[config.mk]
export PLATFORM = sky130hd
export DESIGN_NAME = qos_tidemark_regulator
export DESIGN_NICKNAME = d
export VERILOG_FILES = /design/src/rtl/qos_reg_pkg.sv /design/src/rtl/qtr_cfg_regs.sv /design/src/rtl/qtr_id_match.sv /design/src/rtl/qtr_be_counter.sv /design/src/rtl/qtr_admit_gate.sv /design/src/rtl/qos_tidemark_regulator.sv
export SDC_FILE = /design/constraint.sdc
export NUM_CORES = 1
export LEC_CHECK = 0
export BUFFER_PORTS_ARGS = -buffer_cell sky130_fd_sc_hd__buf_2
export CAP_MARGIN = 20
export CORE_MARGIN = 8
export CORE_UTILIZATION = 30
export DETAILED_ROUTE_END_ITERATION = 6
export GPL_ROUTABILITY_DRIVEN = 0
export SYNTH_ARGS = -nofsm -noshare
export SYNTH_HDL_FRONTEND = slang
export SYNTH_HIERARCHICAL = 1
export SYNTH_SLANG_ARGS = --single-unit
export TNS_END_PERCENT = 1
[constraint.sdc]
create_clock -name clk -period 7 [get_ports clk]
set_clock_uncertainty 0.1 [all_clocks]
set_input_delay 0 -clock clk [delete_from_list [all_inputs] [get_ports clk]]
set_output_delay 0 -clock clk [all_outputs]
set_load 0.01 [all_outputs]
[src/rtl/qos_reg_pkg.sv]
package qos_reg_pkg;
  // Effective action applied to the best-effort counter in one cycle.
  typedef enum logic [1:0] {
    CNT_HOLD = 2'd0,
    CNT_UP   = 2'd1,
    CNT_DOWN = 2'd2
  } cnt_op_e;
endpackage

[src/rtl/qtr_cfg_regs.sv]
module qtr_cfg_regs #(
  parameter int ID_W  = 4,
  parameter int CNT_W = 6
) (
  input  logic             clk,
  input  logic             rst_n,
  input  logic [CNT_W-1:0] tidemark_in,
  input  logic [ID_W-1:0]  prio_id_in,
  output logic [CNT_W-1:0] tidemark_q,
  output logic [ID_W-1:0]  prio_id_q
);
  logic [CNT_W-1:0] tidemark_d;
  logic [ID_W-1:0]  prio_id_d;
  logic             cfg_en;

  always_comb begin
    cfg_en     = 1'b1;
    tidemark_d = tidemark_in;
    prio_id_d  = prio_id_in;
  end

  always_ff @(posedge clk or negedge rst_n) begin
    if (!rst_n) begin
      tidemark_q <= '0;
      prio_id_q  <= '0;
    end else if (cfg_en) begin
      tidemark_q <= tidemark_d;
      prio_id_q  <= prio_id_d;
    end
  end
endmodule

[src/rtl/qtr_id_match.sv]
module qtr_id_match #(
  parameter int ID_W = 4
) (
  input  logic [ID_W-1:0] id,
  input  logic [ID_W-1:0] prio_id,
  output logic            hit
);
  always_comb hit = (id == prio_id);
endmodule

[src/rtl/qtr_be_counter.sv]
module qtr_be_counter
  import qos_reg_pkg::*;
#(
  parameter int CNT_W = 6
) (
  input  logic             clk,
  input  logic             rst_n,
  input  logic             inc,
  input  logic             dec,
  output logic [CNT_W-1:0] count
);
  localparam logic [CNT_W-1:0] CNT_MAX = {CNT_W{1'b1}};

  cnt_op_e          op;
  logic             inc_eff;
  logic             dec_eff;
  logic [CNT_W-1:0] count_d;
  logic             count_en;

  always_comb begin
    inc_eff = inc && (count != CNT_MAX);
    dec_eff = dec && (count != '0);
    unique case ({inc_eff, dec_eff})
      2'b10:   op = CNT_UP;
      2'b01:   op = CNT_DOWN;
      default: op = CNT_HOLD;
    endcase
    count_en = (op != CNT_HOLD);
    unique case (op)
      CNT_UP:   count_d = count + CNT_W'(1);
      CNT_DOWN: count_d = count - CNT_W'(1);
      default:  count_d = count;
    endcase
  end

  always_ff @(posedge clk or negedge rst_n) begin
    if (!rst_n)        count <= '0;
    else if (count_en) count <= count_d;
  end
endmodule

[src/rtl/qtr_admit_gate.sv]
module qtr_admit_gate #(
  parameter int CNT_W = 6
) (
  input  logic [CNT_W-1:0] count,
  input  logic [CNT_W-1:0] tidemark,
  input  logic             prio_hit,
  output logic             ready
);
  logic reg_off;
  logic below;

  always_comb begin
    reg_off = (tidemark == '0);
    below   = (count < tidemark);
    ready   = prio_hit || reg_off || below;
  end
endmodule

[src/rtl/qos_tidemark_regulator.sv]
module qos_tidemark_regulator #(
  parameter int ID_W  = 4,
  parameter int CNT_W = 6
) (
  input  logic             clk,
  input  logic             rst_n,
  input  logic             req_valid,
  input  logic [ID_W-1:0]  req_id,
  output logic             req_ready,
  input  logic             cmp_valid,
  input  logic             cmp_best_effort,
  input  logic [CNT_W-1:0] cfg_tidemark,
  input  logic [ID_W-1:0]  cfg_prio_id
);
  logic [CNT_W-1:0] tm_q;
  logic [ID_W-1:0]  pid_q;
  logic             id_hit;
  logic [CNT_W-1:0] be_count;
  logic             be_inc;
  logic             be_dec;

  qtr_cfg_regs #(.ID_W(ID_W), .CNT_W(CNT_W)) u_cfg (
    .clk(clk), .rst_n(rst_n),
    .tidemark_in(cfg_tidemark), .prio_id_in(cfg_prio_id),
    .tidemark_q(tm_q), .prio_id_q(pid_q)
  );

  qtr_id_match #(.ID_W(ID_W)) u_match (
    .id(req_id), .prio_id(pid_q), .hit(id_hit)
  );

  qtr_admit_gate #(.CNT_W(CNT_W)) u_gate (
    .count(be_count), .tidemark(tm_q), .prio_hit(id_hit), .ready(req_ready)
  );

  always_comb begin
    be_inc = req_valid && req_ready && !id_hit;
    be_dec = cmp_valid && cmp_best_effort;
  end

  qtr_be_counter #(.CNT_W(CNT_W)) u_cnt (
    .clk(clk), .rst_n(rst_n), .inc(be_inc), .dec(be_dec), .count(be_count)
  );
endmodule

# --- After elaboration in Yosys (flattened, before gate mapping) ---
# Cells that the tools add are included.
word_totals:
  elab_cells: 27
  input_bits: 19
  register_bits: 16
op_classes:
  eq_ne: 6
  n_reduce_logical: 13
  mux: 2
  order_cmp: 1
  n_addsub: 2
op_table:
  columns: ["operator", "n"]
  rows:
  - ["6-bit case mux with 2 select lines", 1]
  - ["6-bit by 1-bit adder with 6-bit output (second input constant)", 1]
  - ["6-bit logical NOT", 1]
  - ["6-bit less-than comparator", 1]
  - ["6-bit inequality test (second input constant)", 1]
  - ["6-bit nonzero test", 1]
  - ["6-bit by 1-bit subtractor with 6-bit output (second input constant)", 1]
  - ["1-bit logical AND", 5]
  - ["2-bit by 1-bit == test with 1-bit output (second input constant)", 2]
  - ["2-bit == test (second input constant)", 2]
  - ["4-bit == test", 1]
  - ["2-bit case mux with 2 select lines", 1]
  - ["2-bit nonzero test", 2]
  - ["1-bit logical OR", 2]
  - ["2-bit AND reduction", 1]
  - ["1-bit logical NOT", 1]

# --- Longest topological paths before layout ---
# Gate-level depths: netlist of the first run.
logic_depth:
  word_depth: 11
  depth_mapped: 14
  mapped_depth_nobuf: 14

# --- Modules after synthesis ---
# The synthesis of the first run kept the hierarchy.
by_module_without_submodules:
  columns: ["module", "seq_area_each_um2", "instances", "area_per_inst_um2", "cells_per_inst"]
  rows:
  - ["qtr_be_counter", 150.1, 1, 495.5, 51]
  - ["qtr_cfg_regs", 250.2, 1, 250.2, 10]
  - ["qtr_admit_gate", 0.0, 1, 137.6, 20]
  - ["qtr_id_match", 0.0, 1, 47.5, 5]
  - ["qos_tidemark_regulator", 0.0, 1, 15.0, 2]

# --- Worst setup path after synthesis of the first run ---
# No wires, ideal clock.
synth_timing:
  kind: "reg-to-reg"
  from: "register u_cnt.count[5]"
  to: "register u_cnt.count[5]"
  path_buffers: 0
  synth_period_minus_slack_ns: 3.036
  arrival_time_ns: 2.824
  t_required_ns: 6.789
  path_stages_with_launch: 13
  setup_slack_ns: 3.964
  cell_sequence: "dfrtp_1 > ha_1 > nand4_1 > o221ai_1 > nand2_1 > and3b_1 > o31ai_1 > ha_1 > ha_1 > a211oi_2 > nor2_2 > mux2_4 > a2111oi_2"
synth_via:
  elab_chain_cells: 10
  elab_cells_between_ends: 19
  cone_classes: "add/sub: 2; order compare: 1; eq/ne: 5; mux: 2; reduce/logical: 9"
synth_rtl:
  columns: ["item", "line", "text"]
  rows:
  - ["from (decl)", "qtr_be_counter.sv:10", "output logic [CNT_W-1:0] count"]
  - ["from (signal assigned)", "qtr_be_counter.sv:38", "else if (count_en) count <= count_d;"]
  - ["6-bit less-than comparator (*)", "qtr_admit_gate.sv:14", "below = (count < tidemark);"]
  - ["1-bit logical OR (*)", "qtr_admit_gate.sv:15", "ready = prio_hit || reg_off || below;"]
  - ["via req_ready", "qos_tidemark_regulator.sv:9", "output logic req_ready,"]
  - ["1-bit logical AND (*) (2 in a row)", "qos_tidemark_regulator.sv:37", "be_inc = req_valid && req_ready && !id_hit;"]
  - ["via be_inc", "qos_tidemark_regulator.sv:19", "logic be_inc;"]
  - ["1-bit logical AND (*)", "qtr_be_counter.sv:21", "inc_eff = inc && (count != CNT_MAX);"]
  - ["2-bit by 1-bit == test with 1-bit output or 2-bit == test (tied branches)", "qtr_be_counter.sv:23", "unique case ({inc_eff, dec_eff})"]
  - ["2-bit case mux with 2 select lines (*)", "qtr_be_counter.sv:23", null]
  - ["2-bit by 1-bit == test with 1-bit output or 2-bit == test (tied branches)", "qtr_be_counter.sv:29", "unique case (op)"]
  - ["2-bit nonzero test (no source line)", null, null]
  - ["2-bit AND reduction (no source line)", null, null]
# The timed path passes the listed nets; every way through them passes the cells marked *.
# A chain may end at the register's enable or synchronous reset.

# --- Final worst setup path of the first run ---
layout_timing:
  from: "register u_cnt.count[5]"
  to: "register u_cnt.count[5]"
layout_via:
  elab_chain_cells: 10
  elab_cells_between_ends: 19
  cone_classes: "add/sub: 2; order compare: 1; eq/ne: 5; mux: 2; reduce/logical: 9"
layout_rtl:
  columns: ["item", "line"]
  rows:
  - ["6-bit less-than comparator (*)", "qtr_admit_gate.sv:14"]
  - ["1-bit logical OR (*)", "qtr_admit_gate.sv:15"]
  - ["1-bit logical AND (*) (2 in a row)", "qos_tidemark_regulator.sv:37"]
  - ["via be_inc", "qos_tidemark_regulator.sv:19"]
  - ["1-bit logical AND (*)", "qtr_be_counter.sv:21"]
  - ["2-bit by 1-bit == test with 1-bit output or 2-bit == test (tied branches)", "qtr_be_counter.sv:23"]
  - ["2-bit case mux with 2 select lines (*)", "qtr_be_counter.sv:23"]
  - ["2-bit by 1-bit == test with 1-bit output or 2-bit == test (tied branches)", "qtr_be_counter.sv:29"]
  - ["2-bit nonzero test (no source line)", null]
  - ["2-bit AND reduction (no source line)", null]
# Marks and branches as above.

==> impl_metrics.py, run 1 <==
metrics = {
    "run_status": {
        "status": "finished, final reports clean",
    },
    "grt": {
        "track_usage_pct": 8.59,
        "grt_pass1_wl_um": 3620,
        "antenna_found_initial": 0,
        "grt_max_degree": 17,
        "grt_overflow": 0,
        "grt_pass1_vias": 813,
    },
    "power": {
        "ir_drop_v": 0.0000967,
        "power_density_nw_per_um2": 301,
        "p_leak_nw": 0.578,
        "totalPowerFinal_uw": 373,
    },
    "drt": {
        "avgViaCountPerCell": 4.58,
        "drtAntennaViolNets": 0,
        "drt_pass1_iterations": 4,
        "num_vias": 756,
        "wl_per_cell_um": 12.6,
        "drt_iter0_markers": 38,
        "wirelength_um": 2080,
        "drc": 0,
    },
    "worst_setup_path": {
        "path_delay_family": "adder cells",
        "critPathMaxFanout": 9,
        "cp-start-kind": "flip-flop",
        "reg2reg_depth": 12,
        "cp.arrival_ps": 3290,
        "crit_top_cell": "ha_1",
        "setup.worst_path.class": "flip-flop to flip-flop",
        "r2r_end": "u_cnt/count[5]$_DFFE_PN0P_",
        "cp-end-kind": "flip-flop",
        "r2r_slack_ps": 3790,
        "worstPathRequired_ps": 7090,
        "slowest_stage": "dfrtp_1",
        "cp_cell_sequence": "ha_1, nand4_1, o221ai_1, nand2_1, and3b_1, o31ai_1, ha_1, ha_1, a211oi_2, nor2_2, mux2_4, a2111oi_2",
        "slowest_delay_ps": 470,
        "r2r_start": "u_cnt/count[5]$_DFFE_PN0P_",
        "path_buf_inv": 0,
    },
    "logic_synthesis": {
        "synth_fp_nets": 118,
        "syn_area_sq_um": 946,
        "ys_seq_elements": 16,
        "ys_warn_count": 6,
        "ys_types": 32,
        "synthCells": 88,
        "syn_avg_cell_area_sq_um": 10.7,
        "synth-seq-area-share_pct": 42.3,
    },
    "place": {
        "dp_cells": 150,
        "hpwl_um": 1530,
        "post-place-ws_ps": 3810,
        "port_buffers": 19,
    },
    "timing": {
        "worst_slew_pin_slew_ps": 362,
        "finalSetupViolCount": 0,
        "clock.fmax_mhz": 312,
        "maxSlewViolCount": 0,
        "max_slew_margin_pct": 75.9,
        "fin_tns_setup_ps": 0,
        "timing.final.crit_share_pct": 45.8,
        "worst_slack_ps": 3790,
        "period_minus_slack_ps": 3210,
        "grt_setup_unrepaired": "false",
        "hold_viol_final": 0,
    },
    "clock_tree": {
        "cts_buffers": 3,
        "cts.clk_slew.worst_paths_ps": 100,
        "clk-insertion-delay-late_ps": 290,
        "clock-sinks": 16,
        "clock_path_buffers": 2,
        "cts_tree": "built",
        "cts_root_buf": "clkbuf_4",
        "htreeDepth": 1,
    },
    "floorplanning": {
        "core_sq_um": 3030,
        "start_util_pct": 31.2,
        "die-area_sq_um": 5210,
        "die_w_um": 72.2,
        "io_pins": 20,
        "rows": 20,
        "fp.dieH_um": 72.2,
    },
    "layout": {
        "antennaDiodeCount": 0,
        "drive_above_1_share_pct": 24.0,
        "finish.net_count": 152,
        "fin_cells": 165,
        "syn2layout_area_growth_pct": 31.0,
    },
    "worst_hold_path": {
        "hold_path.class": "input pin to async pin",
    },
    "run": {
        "maxCapViolations": 0,
    },
}
final cells by class:
type / instances / area [sq um]
Timing Repair Buffer: 30 / 205
Inverter: 9 / 33.8
Fill cell: 297 / 1790
Tap cell: 44 / 55.1
Sequential cell: 16 / 400
Clock buffer: 4 / 36.3
Multi-Input combinational cell: 62 / 508
how the worst max path moves through the flow:
stage	start	to	slack, ps	cells after the start
3_3_place_gp	u_cnt/count[5]$_DFFE_PN0P_	u_cnt/count[5]$_DFFE_PN0P_	3900	12
5_1_grt	u_cnt/count[5]$_DFFE_PN0P_	u_cnt/count[5]$_DFFE_PN0P_	3510	12
6_report	u_cnt/count[5]$_DFFE_PN0P_	u_cnt/count[5]$_DFFE_PN0P_	3790	12
2_1_floorplan	u_cnt/count[5]$_DFFE_PN0P_	u_cnt/count[5]$_DFFE_PN0P_	3960	12
4_1_cts	u_cnt/count[5]$_DFFE_PN0P_	u_cnt/count[5]$_DFFE_PN0P_	3790	12
3_5_place_dp	u_cnt/count[5]$_DFFE_PN0P_	u_cnt/count[5]$_DFFE_PN0P_	3810	12
per-layer routing:
metal	track usage (%)	wire length, um	vias up
met2	15.7	1130	8
met4	2.72	22	0
li1	-	-	382
met5	0	0	-
met1	9.86	878	364
met3	1.24	45	2
registers in the layout, summed over array words and instances (netlist names):
signal            flops
u_cnt/count           6
u_cfg/tidemark_q      6
u_cfg/prio_id_q       4
layout by cell type (no fill, tap or decap), types with 2 or more instances in the layout:
master / n
nor3b_1: 3
clkbuf_4: 3
dfrtp_1: 16
nor2b_1: 3
inv_1: 9
dlygate4sd3_1: 11
o31ai_1: 2
nand2_1: 6
buf_2: 19
xor2_1: 6
ha_1: 10
o21ai_0: 5
nand4_1: 2
a21oi_1: 5
timing repair:
| action | in CTS | in global routing |
|---|---|---|
| hold buffers | 11 | 0 |
| gates resized for setup | 0 | 0 |
| setup buffers | 0 | 0 |
| endpoints found under the setup margin | 0 | 0 |
| endpoints found under the hold margin | 26 | 0 |
power breakdown:
group	internal, mW	total (mW)	switching [mW]
clock network	0.0316	0.0621	0.0304
registers	0.112	0.142	0.0295
logic	0.0845	0.169	0.0844
total	0.228	0.373	0.144
kinds of logic after synthesis:
kind of cell / count (synthesis) / share of synthesized area, %
multiplexers: 1 / 1.59
XOR/XNOR: 7 / 6.48
buffers and inverters: 10 / 3.97
flip-flops: 16 / 42.3
AO/OA/AOI/OAI: 21 / 15.6
AND/OR/NAND/NOR: 22 / 14.7
adder cells (fa/ha/maj): 11 / 15.3
synth_stat cells, drive strengths merged:
cell type | number | area, sq um
a2111oi | 1 | 15.0
a211oi | 1 | 12.5
a21boi | 1 | 7.51
a21o | 1 | 8.76
a21oi | 5 | 25.0
a31oi | 1 | 6.26
and2 | 1 | 6.26
and3b | 1 | 8.76
clkbuf | 1 | 3.75
dfrtp | 16 | 400
fa | 1 | 20.0
ha | 10 | 125
inv | 9 | 33.8
mux2 | 1 | 15.0
nand2 | 6 | 22.5
nand2b | 1 | 6.26
nand4 | 2 | 12.5
nand4b | 1 | 8.76
nor2 | 1 | 6.26
nor2b | 3 | 18.8
nor3b | 3 | 22.5
nor4 | 2 | 18.8
o211ai | 1 | 7.51
o21ai | 5 | 25.0
o21bai | 1 | 7.51
o221ai | 1 | 8.76
o31a | 1 | 8.76
o31ai | 2 | 15.0
or4 | 1 | 7.51
xnor2 | 1 | 8.76
xor2 | 6 | 52.6
metrics by stage:
step / hold slack, ps / util [%] / instance area [sq um]
final: 48.6 / 40.9 / 1240
after global routing: 76.4 / 40.9 / 1240
after CTS: 53.2 / 40.9 / 1240
after detailed placement: -167 / 36.1 / 1090
after global placement: -175 / 36.1 / 1090
after floorplan: -396 / - / 946
Note: power is estimated with default switching activity, not from simulation.
==> run 2, diff against run 1 <==
--- a/config.mk
+++ b/config.mk
@@ -5,6 +5,7 @@
 export SDC_FILE = /design/constraint.sdc
 export NUM_CORES = 1
 export LEC_CHECK = 0
+export ABC_AREA = 1
 export BUFFER_PORTS_ARGS = -buffer_cell sky130_fd_sc_hd__buf_2
 export CAP_MARGIN = 20
 export CORE_MARGIN = 8
==> constraint.sdc (replaced) <==
create_clock -name clk -period 2.78 [get_ports clk]
set_clock_uncertainty 0.1 [all_clocks]
set_input_delay 0 -clock clk [delete_from_list [all_inputs] [get_ports clk]]
set_output_delay 0 -clock clk [all_outputs]
set_load 0.01 [all_outputs]
==> run 2 against run 1 <==
  * Hold slack gained 11 ps
  * Highest routed layer unchanged
  * Largest cell class unchanged
  * Global-route usage grew 0.73 points
  * Register-to-register slack lost 3600 ps
  * Fmax grew 22%
  * Non-clock buffer count grew 6
  * Cell count grew 28%
==> impl_metrics.py, run 2 <==
metrics = {
    "drt": {
        "wirelength_um": 2510,
        "drt_iter0_markers": 56,
        "wl_per_cell_um": 11.8,
        "num_vias": 892,
        "drtAntennaViolNets": 0,
        "drc": 0,
        "drt_pass1_iterations": 4,
        "avgViaCountPerCell": 4.21,
    },
    "run": {
        "maxCapViolations": 0,
    },
    "worst_setup_path": {
        "cp-end-kind": "flip-flop",
        "reg2reg_depth": 17,
        "cp.arrival_ps": 2730,
        "r2r_end": "u_cnt/count[4]$_DFFE_PN0P_",
        "setup.worst_path.class": "flip-flop to flip-flop",
        "worstPathRequired_ps": 2890,
        "r2r_start": "u_cnt/count[5]$_DFFE_PN0P_",
        "cp-start-kind": "flip-flop",
        "r2r_slack_ps": 150,
        "critPathMaxFanout": 6,
    },
    "floorplanning": {
        "fp.dieH_um": 73.5,
        "die-area_sq_um": 5400,
        "rows": 21,
        "start_util_pct": 30.4,
        "core_sq_um": 3260,
        "io_pins": 20,
        "die_w_um": 73.5,
    },
    "layout": {
        "syn2layout_area_growth_pct": 42.4,
        "layout_common_cells": "nand2_1, inv_1, buf_2, dfrtp_1, dlygate4sd3_1",
        "drive_above_1_share_pct": 29.5,
        "antennaDiodeCount": 0,
        "fin_util_pct": 43.3,
        "fin_cells": 212,
        "finish.net_count": 197,
        "final_common_cell": "nand2_1",
        "biggestRegsByFlops": "u_cfg/tidemark_q (6), u_cnt/count (6), u_cfg/prio_id_q (4)",
    },
    "clock_tree": {
        "clock-sinks": 16,
        "clk-insertion-delay-late_ps": 280,
        "htreeDepth": 1,
        "cts_tree": "built",
        "cts_buffers": 3,
        "cts_root_buf": "clkbuf_4",
        "clock_path_buffers": 2,
        "cts.clk_slew.worst_paths_ps": 100,
    },
    "power": {
        "swShare_pct": 41.6,
        "p_leak_nw": 0.737,
        "power_switching_uw": 487,
        "ir_drop_v": 0.000245,
        "power_density_nw_per_um2": 829,
        "p_int_uw": 682,
        "clkPwrFrac_pct": 13.3,
        "combPwrFrac_pct": 56.1,
        "seqPwrFrac_pct": 30.5,
    },
    "timing": {
        "hold_viol_final": 0,
        "finalSetupViolCount": 0,
        "clock.fmax_mhz": 381,
        "worst_slack_ps": 153,
        "fin_tns_setup_ps": 0,
        "timing.final.crit_share_pct": 94.5,
        "period_minus_slack_ps": 2630,
        "max_slew_margin_pct": 74.9,
        "maxSlewViolCount": 0,
        "hold_slack_ps": 59.3,
        "worst_slew_pin_slew_ps": 376,
    },
    "logic_synthesis": {
        "synthCells": 126,
        "ys_seq_elements": 16,
        "synthTopCellsByArea": "dfrtp_1, ha_1, nand2_1",
        "synth_fp_nets": 156,
        "netlist.area_leader.share_pct": 40.4,
        "synth_flop_cell": "dfrtp_1",
        "ys_warn_count": 6,
        "syn_area_sq_um": 991,
        "synthArstFlopShare_pct": 100,
        "synth_common_cells": "nand2_1, inv_1, dfrtp_1, ha_1, nor2_1",
        "syn_avg_cell_area_sq_um": 7.86,
        "yosysMostFrequentCell": "nand2_1",
        "synth-seq-area-share_pct": 40.4,
        "synth_top_area_cell": "dfrtp_1",
        "ys_types": 21,
        "synth_edf_count": 0,
    },
    "grt": {
        "antenna_found_initial": 0,
        "grt_pass1_vias": 923,
        "grt_max_degree": 17,
        "grt_overflow": 0,
        "grt_pass1_wl_um": 3950,
        "track_usage_pct": 9.32,
    },
    "place": {
        "dp_cells": 191,
        "hpwl_um": 1650,
        "port_buffers": 19,
        "post-place-ws_ps": 64.4,
    },
    "worst_hold_path": {
        "hold_path.class": "input pin to async pin",
    },
    "run_status": {
        "status": "finished, final reports clean",
    },
}
[run 2: cell types whose count changed after synthesis, sizes merged, moves of 2 or more]
| cell | change |
|---|---|
| nor4 | -2 |
| inv | +20 |
| nor2b | -3 |
| xnor2 | +3 |
| nor3b | -3 |
| nand3 | +8 |
| xor2 | -6 |
| o21ai | -2 |
| nand2 | +29 |
| nor2 | +8 |
[run 2: worst max path at each step]
stage,cells past startpoint,from,end,slack [ps]
2_1_floorplan,17,u_cnt/count[5]$_DFFE_PN0P_,u_cnt/count[5]$_DFFE_PN0P_,270
3_3_place_gp,17,u_cnt/count[5]$_DFFE_PN0P_,u_cnt/count[4]$_DFFE_PN0P_,120
3_5_place_dp,17,u_cnt/count[5]$_DFFE_PN0P_,u_cnt/count[4]$_DFFE_PN0P_,60
4_1_cts,17,u_cnt/count[5]$_DFFE_PN0P_,u_cnt/count[4]$_DFFE_PN0P_,30
5_1_grt,17,u_cnt/count[5]$_DFFE_PN0P_,u_cnt/count[4]$_DFFE_PN0P_,-50
6_report,17,u_cnt/count[5]$_DFFE_PN0P_,u_cnt/count[4]$_DFFE_PN0P_,150
[run 2: kinds of logic after synthesis]
group / count (synthesis) / share of synthesized area [%]
AO/OA/AOI/OAI: 12 / 7.20
AND/OR/NAND/NOR: 53 / 22.9
buffers and inverters: 30 / 11.4
adder cells (fa/ha/maj): 11 / 14.6
flip-flops: 16 / 40.4
XOR/XNOR: 4 / 3.53
[run 2: cell type report]
class,count,area (sq um)
Fill cell,348,1850
Multi-Input combinational cell,80,551
Sequential cell,16,404
Timing Repair Buffer,36,250
Inverter,30,113
Tap cell,46,57.6
Clock buffer,4,36.3
[run 2: routing by layer]
metal | routed length, um | GRT usage, % | vias to the layer above | share of wire [%]
li1 | - | - | 463 | -
met1 | 1030 | 9.51 | 415 | 41
met2 | 1380 | 17.4 | 10 | 55
met3 | 51 | 0.819 | 4 | 2.0
met4 | 55 | 6.21 | 0 | 2.2
met5 | 0 | 0 | - | 0
[run 2: per-stage QoR]
step	cell area, sq um	power, mW
5_1_grt	1410	1.29
4_1_cts	1290	1.02
6_report	1410	1.17
3_3_place_gp	1140	0.824
3_5_place_dp	1140	0.848
2_1_floorplan	991	0.724
[run 2: worst max-delay path, cell delays in order (launching register included)]
cell     delay (ps)
dfrtp_2         450
ha_4            270
nand2_1          80
nor2_1          100
nand2_1          60
nand2_1          60
nand2_1          60
nand2_1          70
nor2_2           40
o31ai_1          90
ha_2            370
inv_2            60
fa_2            330
inv_2            70
nand3_2          70
nand2_1          70
nand2_1          40
a31oi_1         160
[run 2: timing repair]
action | in CTS | in global routing
buffers inserted | 0 | 6
endpoints found under the hold margin | 26 | 0
setup endpoints to repair | 0 | 5
resized for setup | 0 | 13
hold buffers | 11 | 0
[run 2: power by group through the flow]
stage	logic [mW]	registers, mW	clock network (mW)
4_1_cts	0.499	0.358	0.162
2_1_floorplan	0.385	0.339	0
6_report	0.656	0.357	0.156
5_1_grt	0.747	0.366	0.172
3_3_place_gp	0.466	0.358	0
3_5_place_dp	0.485	0.363	0
==> run 3, diff against run 2 <==
--- a/config.mk
+++ b/config.mk
@@ -8,7 +8,7 @@
 export ABC_AREA = 1
 export BUFFER_PORTS_ARGS = -buffer_cell sky130_fd_sc_hd__buf_2
 export CAP_MARGIN = 20
-export CORE_MARGIN = 8
+export CORE_MARGIN = 2
 export CORE_UTILIZATION = 30
 export DETAILED_ROUTE_END_ITERATION = 6
 export GPL_ROUTABILITY_DRIVEN = 0
==> constraint.sdc (replaced) <==
create_clock -name clk -period 2.78 [get_ports clk]
set_clock_uncertainty 0.1 [all_clocks]
set_input_delay 0.417 -clock clk [delete_from_list [all_inputs] [get_ports clk]]
set_output_delay 0.417 -clock clk [all_outputs]
set_load 0.01 [all_outputs]
==> run 3 against run 2 <==
  * Core utilization down 2.3 points
  * Via count decreased by 4.3%
  * Highest routed layer unchanged
  * Non-clock buffer count fell by 10
  * Hold slack improved by 73 ps
  * First-iteration DRC count fell by 30%
  * Count of clock-buffer cells in the layout stayed put
  * Critical endpoint is now u_cnt/count[5]$_DFFE_PN0P_
  * Cell area down 9.8%
  * Setup slack better by 35 ps
  * Global-route usage rose by 2.8 points
==> impl_metrics.py, run 3 (synthesis results as in run 2) <==
metrics = {
    "grt": {
        "busiest_layer": "met2",
        "grt_max_degree": 17,
        "grt_pass1_wl_um": 3350,
        "grt_pass1_vias": 856,
        "antenna_found_initial": 0,
        "grt_overflow": 0,
        "globalRouteMet2Util_pct": 20.1,
        "track_usage_pct": 12.2,
        "grt.met3_usage_pct": 1.47,
        "grtUsageMet1_pct": 14.5,
    },
    "floorplanning": {
        "rows": 20,
        "core_sq_um": 3100,
        "fp.dieH_um": 61.5,
        "die_w_um": 61.5,
        "start_util_pct": 31.9,
        "die-area_sq_um": 3780,
        "io_pins": 20,
    },
    "drt": {
        "drtAntennaViolNets": 0,
        "num_vias": 854,
        "drt_pass1_iterations": 4,
        "drc": 0,
        "wirelength_um": 2040,
        "avgViaCountPerCell": 4.27,
        "wl_per_cell_um": 10.2,
        "drt_iter0_markers": 39,
    },
    "clock_tree": {
        "cts_root_buf": "clkbuf_4",
        "clock-sinks": 16,
        "clk-insertion-delay-late_ps": 280,
        "cts.clk_slew.worst_paths_ps": 90,
        "cts_tree": "built",
        "clock_path_buffers": 2,
        "htreeDepth": 1,
        "cts_buffers": 3,
    },
    "timing": {
        "max_slew_margin_pct": 75.5,
        "hold_viol_final": 0,
        "timing.final.crit_share_pct": 93.2,
        "finalSetupViolCount": 0,
        "clock.fmax_mhz": 386,
        "maxSlewViolCount": 0,
        "worst_slew_pin_slew_ps": 367,
        "hold_slack_ps": 133,
        "period_minus_slack_ps": 2590,
    },
    "worst_setup_path": {
        "path_delay_family": "adder cells",
        "cp.arrival_ps": 2670,
        "cp_cell_sequence": "ha_1, nand2_2, inv_1, a21oi_2, nand2_1, nand2_1, nand2_1, nor2_2, o31ai_1, ha_2, buf_4, ha_4, nand2_1, clkinv_1, nand3_2, nand2_1, nand2_1, nand3_1, nand2_1",
        "slowest_delay_ps": 410,
        "crit_top_cell": "nand2_1",
        "slowest_stage": "dfrtp_2",
        "cp-start-kind": "flip-flop",
        "path_buf_inv": 3,
        "cp-end-kind": "flip-flop",
        "critPathMaxFanout": 5,
        "worstPathRequired_ps": 2860,
        "setup.worst_path.class": "flip-flop to flip-flop",
    },
    "power": {
        "p_leak_nw": 0.699,
        "ir_drop_v": 0.000205,
        "power_density_nw_per_um2": 859,
    },
    "layout": {
        "final_cell_area_sq_um": 1270,
        "drive_above_1_share_pct": 29.5,
        "antennaDiodeCount": 0,
        "fillerInstances": 336,
        "syn2layout_area_growth_pct": 28.5,
        "biggestRegsByFlops": "u_cfg/tidemark_q (6), u_cnt/count (6), u_cfg/prio_id_q (4)",
        "final_common_cell": "nand2_1",
        "layout_common_cells": "nand2_1, inv_1, buf_2, dfrtp_1, nor2_1",
        "finish.net_count": 187,
    },
    "run": {
        "maxCapViolations": 0,
    },
    "worst_hold_path": {
        "hold_path.class": "input pin to flip-flop",
    },
    "place": {
        "hpwl_um": 1510,
        "dpl_cell_area_sq_um": 1140,
        "port_buffers": 19,
    },
    "run_status": {
        "status": "finished, final reports clean",
    },
}
[run 3: per-layer routing]
layer  vias up  share of wire, %
met5         -                 0
met4         0               1.3
met3         2               2.9
met2        12                52
met1       391                44
li1        449                 -
[run 3: layout make-up]
class                           count  area (sq um)  area share [%]
Multi-Input combinational cell     80           515            40.5
Sequential cell                    16           404            31.7
Timing Repair Buffer               26           150            11.8
Inverter                           30           113            8.84
Tap cell                           44          55.1            4.32
Clock buffer                        4          36.3            2.85
[run 3: stage by stage]
stage          cells  utilization [%]  TNS (ps)  worst slack (ps)  power, mW
3_5_place_dp     189             36.8         0              99.9      0.842
4_1_cts          194             38.3         0              83.2       1.00
5_1_grt          200             41.0     -22.6             -22.6       1.22
3_3_place_gp     189             36.8         0               184      0.833
6_report         200             41.0         0               188       1.09
2_1_floorplan    126                -         0               266      0.724
[run 3: worst paths after layout]
check,start,to,slack (ps),cells past startpoint
min in group asynchronous,rst_n,u_cfg/tidemark_q[0]$_DFF_PN0_,480,2
worst max register to register,u_cnt/count[5]$_DFFE_PN0P_,u_cnt/count[5]$_DFFE_PN0P_,190,19
worst min-delay path,cfg_tidemark[0],u_cfg/tidemark_q[0]$_DFF_PN0_,130,1
worst max-delay path,u_cnt/count[5]$_DFFE_PN0P_,u_cnt/count[5]$_DFFE_PN0P_,190,19
max in group asynchronous,rst_n,u_cnt/count[5]$_DFFE_PN0P_,1820,2
worst min register to register,u_cnt/count[0]$_DFFE_PN0P_,u_cnt/count[0]$_DFFE_PN0P_,480,1
[run 3: repair_timing]
action,in CTS,in global routing
hold buffers,1,0
endpoints found under the setup margin,0,4
hold endpoints to repair,16,0
resized for setup,0,11
buffers inserted,0,6
[run 3: power breakdown]
part / internal (mW) / total, mW / switching [mW]
clock network: 0.0797 / 0.153 / 0.0732
logic: 0.268 / 0.593 / 0.325
registers: 0.290 / 0.349 / 0.0584
